`src/rtl/ucr_pkg.sv`:
```
package ucr_pkg;
  localparam int unsigned OFF_SOFT = 'h0;
  localparam int unsigned OFF_LOCK = 'h4;
  localparam int unsigned OFF_STAT = 'h8;

  typedef enum logic [1:0] {
    SEL_NONE = 2'd0,
    SEL_SOFT = 2'd1,
    SEL_LOCK = 2'd2,
    SEL_STAT = 2'd3
  } ucr_sel_e;
endpackage

```
`src/rtl/ucr_reg_if.sv`:
```
module ucr_reg_if
  import ucr_pkg::*;
#(
  parameter int unsigned DATA_W = 32,
  parameter int unsigned ADDR_W = 4
) (
  input  logic              req_i,
  input  logic              we_i,
  input  logic              wp_en_i,
  input  logic [ADDR_W-1:0] addr_i,
  input  logic [DATA_W-1:0] soft_i,
  input  logic [DATA_W-1:0] lock_i,
  input  logic [DATA_W-1:0] stat_i,
  output logic              soft_we_o,
  output logic              lock_we_o,
  output logic [DATA_W-1:0] rdata_o
);
  ucr_sel_e sel;
  logic     wr_ok;
  logic     rd;

  always_comb begin
    if (addr_i == ADDR_W'(OFF_SOFT))      sel = SEL_SOFT;
    else if (addr_i == ADDR_W'(OFF_LOCK)) sel = SEL_LOCK;
    else if (addr_i == ADDR_W'(OFF_STAT)) sel = SEL_STAT;
    else                                  sel = SEL_NONE;
  end

  assign wr_ok     = req_i && we_i && !wp_en_i;
  assign rd        = req_i && !we_i;
  assign soft_we_o = wr_ok && (sel == SEL_SOFT);
  assign lock_we_o = wr_ok && (sel == SEL_LOCK);

  always_comb begin
    rdata_o = '0;
    if (rd) begin
      unique case (sel)
        SEL_SOFT: rdata_o = soft_i;
        SEL_LOCK: rdata_o = lock_i;
        SEL_STAT: rdata_o = stat_i;
        default:  rdata_o = '0;
      endcase
    end
  end
endmodule

```
`src/rtl/ucr_soft_mask.sv`:
```
module ucr_soft_mask #(
  parameter int unsigned DATA_W = 32
) (
  input  logic              clk_i,
  input  logic              rst_ni,
  input  logic              we_i,
  input  logic [DATA_W-1:0] wdata_i,
  output logic [DATA_W-1:0] mask_o
);
  always_ff @(posedge clk_i or negedge rst_ni) begin
    if (!rst_ni)   mask_o <= '0;
    else if (we_i) mask_o <= wdata_i;
  end
endmodule

```
`src/rtl/ucr_lock_mask.sv`:
```
module ucr_lock_mask #(
  parameter int unsigned DATA_W = 32
) (
  input  logic              clk_i,
  input  logic              rst_ni,
  input  logic              we_i,
  input  logic [DATA_W-1:0] wdata_i,
  output logic [DATA_W-1:0] mask_o
);
  // one set-only flop per bit; only reset clears
  for (genvar b = 0; b < DATA_W; b++) begin : g_bit
    always_ff @(posedge clk_i or negedge rst_ni) begin
      if (!rst_ni)                   mask_o[b] <= 1'b0;
      else if (we_i && wdata_i[b])   mask_o[b] <= 1'b1;
    end
  end
endmodule

```
`src/rtl/ucr_ctx_check.sv`:
```
module ucr_ctx_check #(
  parameter int unsigned DATA_W = 32
) (
  input  logic              valid_i,
  input  logic [DATA_W-1:0] ctx_i,
  input  logic [DATA_W-1:0] restrict_i,
  output logic              viol_o
);
  assign viol_o = valid_i && (|(ctx_i & restrict_i));
endmodule

```
`src/rtl/ucr_guard.sv`:
```
module ucr_guard #(
  parameter int unsigned DATA_W = 32,
  parameter int unsigned ADDR_W = 4
) (
  input  logic              clk_i,
  input  logic              rst_ni,
  input  logic              wp_en_i,
  input  logic              req_i,
  input  logic              we_i,
  input  logic [ADDR_W-1:0] addr_i,
  input  logic [DATA_W-1:0] wdata_i,
  output logic [DATA_W-1:0] rdata_o,
  output logic [DATA_W-1:0] status_o,
  input  logic              chk_valid_i,
  input  logic [DATA_W-1:0] chk_ctx_i,
  output logic              chk_viol_o
);
  logic [DATA_W-1:0] soft_q;
  logic [DATA_W-1:0] lock_q;
  logic              soft_we;
  logic              lock_we;

  ucr_reg_if #(.DATA_W(DATA_W), .ADDR_W(ADDR_W)) u_if (
    .req_i    (req_i),
    .we_i     (we_i),
    .wp_en_i  (wp_en_i),
    .addr_i   (addr_i),
    .soft_i   (soft_q),
    .lock_i   (lock_q),
    .stat_i   (status_o),
    .soft_we_o(soft_we),
    .lock_we_o(lock_we),
    .rdata_o  (rdata_o)
  );

  ucr_soft_mask #(.DATA_W(DATA_W)) u_soft (
    .clk_i  (clk_i),
    .rst_ni (rst_ni),
    .we_i   (soft_we),
    .wdata_i(wdata_i),
    .mask_o (soft_q)
  );

  ucr_lock_mask #(.DATA_W(DATA_W)) u_lock (
    .clk_i  (clk_i),
    .rst_ni (rst_ni),
    .we_i   (lock_we),
    .wdata_i(wdata_i),
    .mask_o (lock_q)
  );

  assign status_o = soft_q | lock_q;

  ucr_ctx_check #(.DATA_W(DATA_W)) u_chk_ctx (
    .valid_i   (chk_valid_i),
    .ctx_i     (chk_ctx_i),
    .restrict_i(status_o),
    .viol_o    (chk_viol_o)
  );
endmodule

```
`config.mk`:
```
export PLATFORM = sky130hd
export DESIGN_NAME = ucr_guard
export DESIGN_NICKNAME = d
export VERILOG_FILES = /design/src/rtl/ucr_pkg.sv /design/src/rtl/ucr_reg_if.sv /design/src/rtl/ucr_soft_mask.sv /design/src/rtl/ucr_lock_mask.sv /design/src/rtl/ucr_ctx_check.sv /design/src/rtl/ucr_guard.sv
export SDC_FILE = /design/constraint.sdc
export NUM_CORES = 1
export LEC_CHECK = 0
export BUFFER_PORTS_ARGS = -buffer_cell sky130_fd_sc_hd__buf_4
export CAP_MARGIN = 20
export CORE_AREA = 2 2 105 66
export DETAILED_ROUTE_END_ITERATION = 12
export DIE_AREA = 0 0 107 68
export GPL_TIMING_DRIVEN = 0
export PLACE_DENSITY = 0.84
export SLEW_MARGIN = 15
export SYNTH_ARGS = -nofsm -noshare
export SYNTH_HDL_FRONTEND = slang
export SYNTH_SLANG_ARGS = --single-unit
```
`constraint.sdc`:
```
create_clock -name clk_i -period 3.36 [get_ports clk_i]
set_input_delay 0.504 -clock clk_i [delete_from_list [all_inputs] [get_ports clk_i]]
set_output_delay 0.504 -clock clk_i [all_outputs]
set_load 0.02 [all_outputs]
```
Word-level counts from Yosys, hierarchy flattened
Cells that the tools add are included.

word-level totals
  register bits = 64
  latch bits = 0
  memory bits (writable) = 0
  memory bits (read-only) = 0
  input port bits = 74
  output and inout port bits = 65
  logic and storage cells = 87
  memories = 0

operators by class
  add/sub/neg operators = 0
  multiply operators = 0
  divide/modulo/power cells = 0
  order comparisons = 0
  equality and inequality tests = 5
  shift-type cells = 0
  multiplexer cells = 5
  bitwise operators = 2
  reductions and logical operators = 42

operators by type and width
  operator                                              count
  case mux 32 bit (3 select lines)                      1
  logical AND 1 bit                                     38
  AND 32 bit                                            1
  two-way mux 32 bit                                    1
  OR 32 bit                                             1
  OR reduction 32 bit                                   1
  two-way mux 2 bit                                     3
  equality test 2 bit (second input constant)           2
  equality test 4 x 3 -> 1 bit (second input constant)  1
  equality test 4 bit (second input constant)           1
  logical NOT 4 bit                                     1
  equality test 2 x 1 -> 1 bit (second input constant)  1
  logical NOT 1 bit                                     2

Logic depth before layout (Yosys ltp)
  depth in word-level cells = 7
  mapped depth = 5
  depth with buffers taken out = 4

By module
A second synthesis with hierarchy kept.

unflattened totals
  cell total of the unflattened synthesis = 282
  area, all modules = 3530.9 sq um

by module, submodules not included
  module         times used  cells each  area an instance (sq um)  sequential area each (sq um)
  ucr_soft_mask  1           68          1345.0                    800.8
  ucr_lock_mask  1           67          1077.3                    800.8
  ucr_reg_if     1           94          747.0                     0.0
  ucr_guard      1           32          200.2                     0.0
  ucr_ctx_check  1           21          161.4                     0.0

Worst setup path after synthesis
No wires, ideal clock.

  path type = input to output
  start point = input port addr_i[1]
  end point = output port rdata_o[10]
  data arrival time = 1.582 ns
  data required time = 2.856 ns
  setup slack = 1.274 ns
  stages on the path = 4
  path buffers = 1
  cells stage by stage = nor3_1 -> clkbuf_1 -> a22oi_1 -> nor2_1

on the way
  cells in the longest elaborated chain, start to end = 7
  elaborated cells on any way between the ends = 11
  classes of those cells = eq/ne: 5; mux: 5; reduce/logical: 1

RTL lines
  element                                                                     line              source
  start: declaration                                                          ucr_guard.sv:10   input logic [ADDR_W-1:0] addr_i,
  equality test 4 bit                                                         ucr_reg_if.sv:25  else if (addr_i == ADDR_W'(OFF_STAT)) sel = SEL_STAT;
  two-way mux 2 bit                                                           ucr_reg_if.sv:25
  two-way mux 2 bit                                                           ucr_reg_if.sv:24  else if (addr_i == ADDR_W'(OFF_LOCK)) sel = SEL_LOCK;
  two-way mux 2 bit (*)                                                       ucr_reg_if.sv:23  if (addr_i == ADDR_W'(OFF_SOFT)) sel = SEL_SOFT;
  equality test 2 bit / equality test 2 x 1 -> 1 bit (equally long branches)  ucr_reg_if.sv:37  unique case (sel)
  case mux 32 bit (3 select lines) (*)                                        ucr_reg_if.sv:37
  two-way mux 32 bit (*)                                                      ucr_reg_if.sv:36  if (rd) begin
  end: declaration                                                            ucr_guard.sv:12   output logic [DATA_W-1:0] rdata_o,

Every way passes the cells marked *; elsewhere a longest branch is shown, timed or not.

Worst setup path after layout
  start point = input port addr_i[1]
  end point = output port rdata_o[7]

The elaborated chain is that of the path after synthesis.

==> results.md <==
- Outcome: finished clean
- Leakage: 2.42 nW
- Proportion of layout cells with a drive suffix above 1: 50.6%
- Final antenna-violating net count: 0
- Layout Skew: 0 ns
- Setup bufs post-CTS: 0
- DRC violations left: 0
- Synth Warn #: 0
- Grt ovf: 0
- Initial Util: 48.8%
- Reg2Reg Depth: 1
- Levels on crit path: 6
- Largest net degree at the start of global routing: 65
- Buf/Inv on CP: 3
- Total power: 2.19 mW
- Port Buffers: 138
- Ant diodes: 0
- Peak VDD IR: between 300 and 400 uV
- Syn Area/Cell: 10.7 um2
- Length of the first detailed-routing pass in iterations: 4
- Initial DRC Count: between 150 and 200
- Reg clk slew, reported paths: 0.06 ns
- Vias: 2923
- Die Y: about 68 um
- Clock root cell: clkbuf_8
- Final Hold Slack: 0.241 ns
- Critical path type: in2out
- RSZ-0062 raised after global routing: no
- CTS tree: yes
- Final period utilization: 77.3%
- Max Fclk: 385 MHz
- Slew HR: a little under half
- Final net count: 516
- Num CTS Buffers: 9
- # setup viols final: 0
- Worst-case clock buffer depth: 2
- Syn Nets: 367
- Worst setup SP type: primary input
- Max stage delay on crit path: 0.49 ns
- Area grow syn2layout: 42.5%
- DRT Wirelength: 9.43 mm
- Initial antenna violation count: 0
- Dpl cell area: 0.00427 mm2
- Final HPWL DP: 7.12 mm
- Vias in the first global route: 2811
- Main area contributors after synthesis: dfrtp_1 (51%), mux2_2 (11%), a21o_1 (7.7%), a22oi_1 (7.7%), or2_2 (6.4%)
- HP Class: in2async
- Sequential share of the synthesized area: 51.2%
- Worst Path Arrival: 2.09 ns
- H-tree Lvls: 3
- Fin crit period: 2.60 ns
- Post-Synthesis Cells: 293
- Fin. Hold Viols: 0
- CTS resizes: 0
- Total track usage: 27.0%
- Slowest cell on the critical path: nor3_1
- CP endpoint kind: primary output
- Clk_lat worst skew: 0.34 ns
- Die area: slightly above 0.007 mm2
- Crit-path most repeated cell: buf_4
- Top cell type's share of synthesized area: 51.2%
- Setup_tns: 0 ns
- Global placer's final weighted congestion: ~0.78
- IO Count: around 140
- Tightest Pin Transition: 0.808 ns
- Wire per inst: 17.7 um
- Seq cells post-synth: 64
- Crit path required time: approximately 2.9 ns
- Die Width: 107 um
- PwrDens: 492 mW/mm2
- Yosys top cell by area: dfrtp_1
- Worst-path fanout max: 10
- Post-CTS Hold Buffers: 0
- Fin. max-slew vios: 0
- Rows: 23
- Post-Synthesis Cell Area: 0.00313 mm2
- Delay-heaviest family, CP: buffers and inverters
- CP Cell Sequence: buf_4, nor3_1, clkbuf_1, a22oi_1, nor2_1, buf_4
- Max-cap viol count: 0
- Core Area: 0.00642 mm2
- Vias per cell: 5.47
- First-pass GRT wire length: 14.5 mm
- Final Cell Area: 0.00446 mm2
- CTS sink count: 64
- Cell variety after synth: 21
==> report_power, final <==
group	switching [mW]	total, mW	leakage [nW]	internal, mW
Combinational	0.298	0.612	1.47	0.314
Clock	0.285	0.609	0.0992	0.325
Sequential	0.0964	0.970	0.848	0.873
Total	0.679	2.19	2.42	1.51
==> layer usage <==
layer,vias to the layer above,track usage [%],wire length (um)
met1,1422,36.1,4240
met2,132,42.0,4220
met4,0,5.68,60
li1,1361,-,-
met5,-,0,0
met3,8,10.8,907
==> cells in the mapped netlist, drive strengths merged <==
cell type / instances
a21boi: 1
nor3: 2
mux2: 32
inv: 1
o21ai: 32
or2: 32
nand3: 1
nor2: 36
a21oi: 1
buf: 9
dfrtp: 64
a21o: 32
clkbuf: 6
a22oi: 32
nor4: 2
nand4: 9
xnor2: 1
==> stage by stage <==
stage               std cells  utilization, %  worst slack, ns
global placement          518            66.6            0.729
CTS                       534            69.5            0.770
global route              534            69.5            0.617
finish                    534            69.5            0.764
detailed placement        518            66.6            0.778
floorplan                 293               -             1.27
==> flip-flops by register name, indices dropped and copies added (netlist names) <==
name           cells
u_lock.mask_o     32
u_soft.mask_o     32
==> cells in the final DEF (no fill, tap or decap), drive strengths merged <==
master | synthesis | layout
or2 | 32 | 32
xnor2 | 1 | 1
inv | 1 | 1
a21oi | 1 | 1
dfrtp | 64 | 64
nor3 | 2 | 2
buf | 9 | 147
a21o | 32 | 32
mux2 | 32 | 32
nor4 | 2 | 2
clkinv | 0 | 3
o21ai | 32 | 32
a22oi | 32 | 32
nand3 | 1 | 1
clkbuf | 6 | 19
nand4 | 9 | 9
nor2 | 36 | 36
a21boi | 1 | 1
==> worst paths after layout <==
check | start | end | slack [ns]
max | addr_i[1] | rdata_o[7] | 0.76
min | rst_ni | u_lock.mask_o[11]$_DFFE_PN0P_ | 0.24
max reg2reg | u_soft.mask_o[30]$_DFFE_PN0P_ | u_soft.mask_o[30]$_DFFE_PN0P_ | 2.53
min reg2reg | u_lock.mask_o[13]$_DFFE_PN0P_ | u_lock.mask_o[13]$_DFFE_PN0P_ | 0.50
max in group asynchronous | rst_ni | u_lock.mask_o[24]$_DFFE_PN0P_ | 2.58
min in group clk_i | wdata_i[7] | u_lock.mask_o[7]$_DFFE_PN0P_ | 0.37
==> area by class of cell <==
type,count,area [um2]
Clock buffer,13,169
Clock inverter,3,15.0
Multi-Input combinational cell,213,1450
Tap cell,87,109
Inverter,1,3.75
Fill cell,513,1960
Timing Repair Buffer,138,1040
Sequential cell,64,1600
Buffer,15,75.1
==> logic make-up after synthesis <==
family | count (synthesis) | synth area share, %
multiplexers | 32 | 11.5
flip-flops | 64 | 51.2
AND/OR/NAND/NOR | 82 | 13.6
buffers and inverters | 16 | 2.52
AO/OA/AOI/OAI | 98 | 20.9
XOR/XNOR | 1 | 0.280
Power figures use the tool's default switching activity.
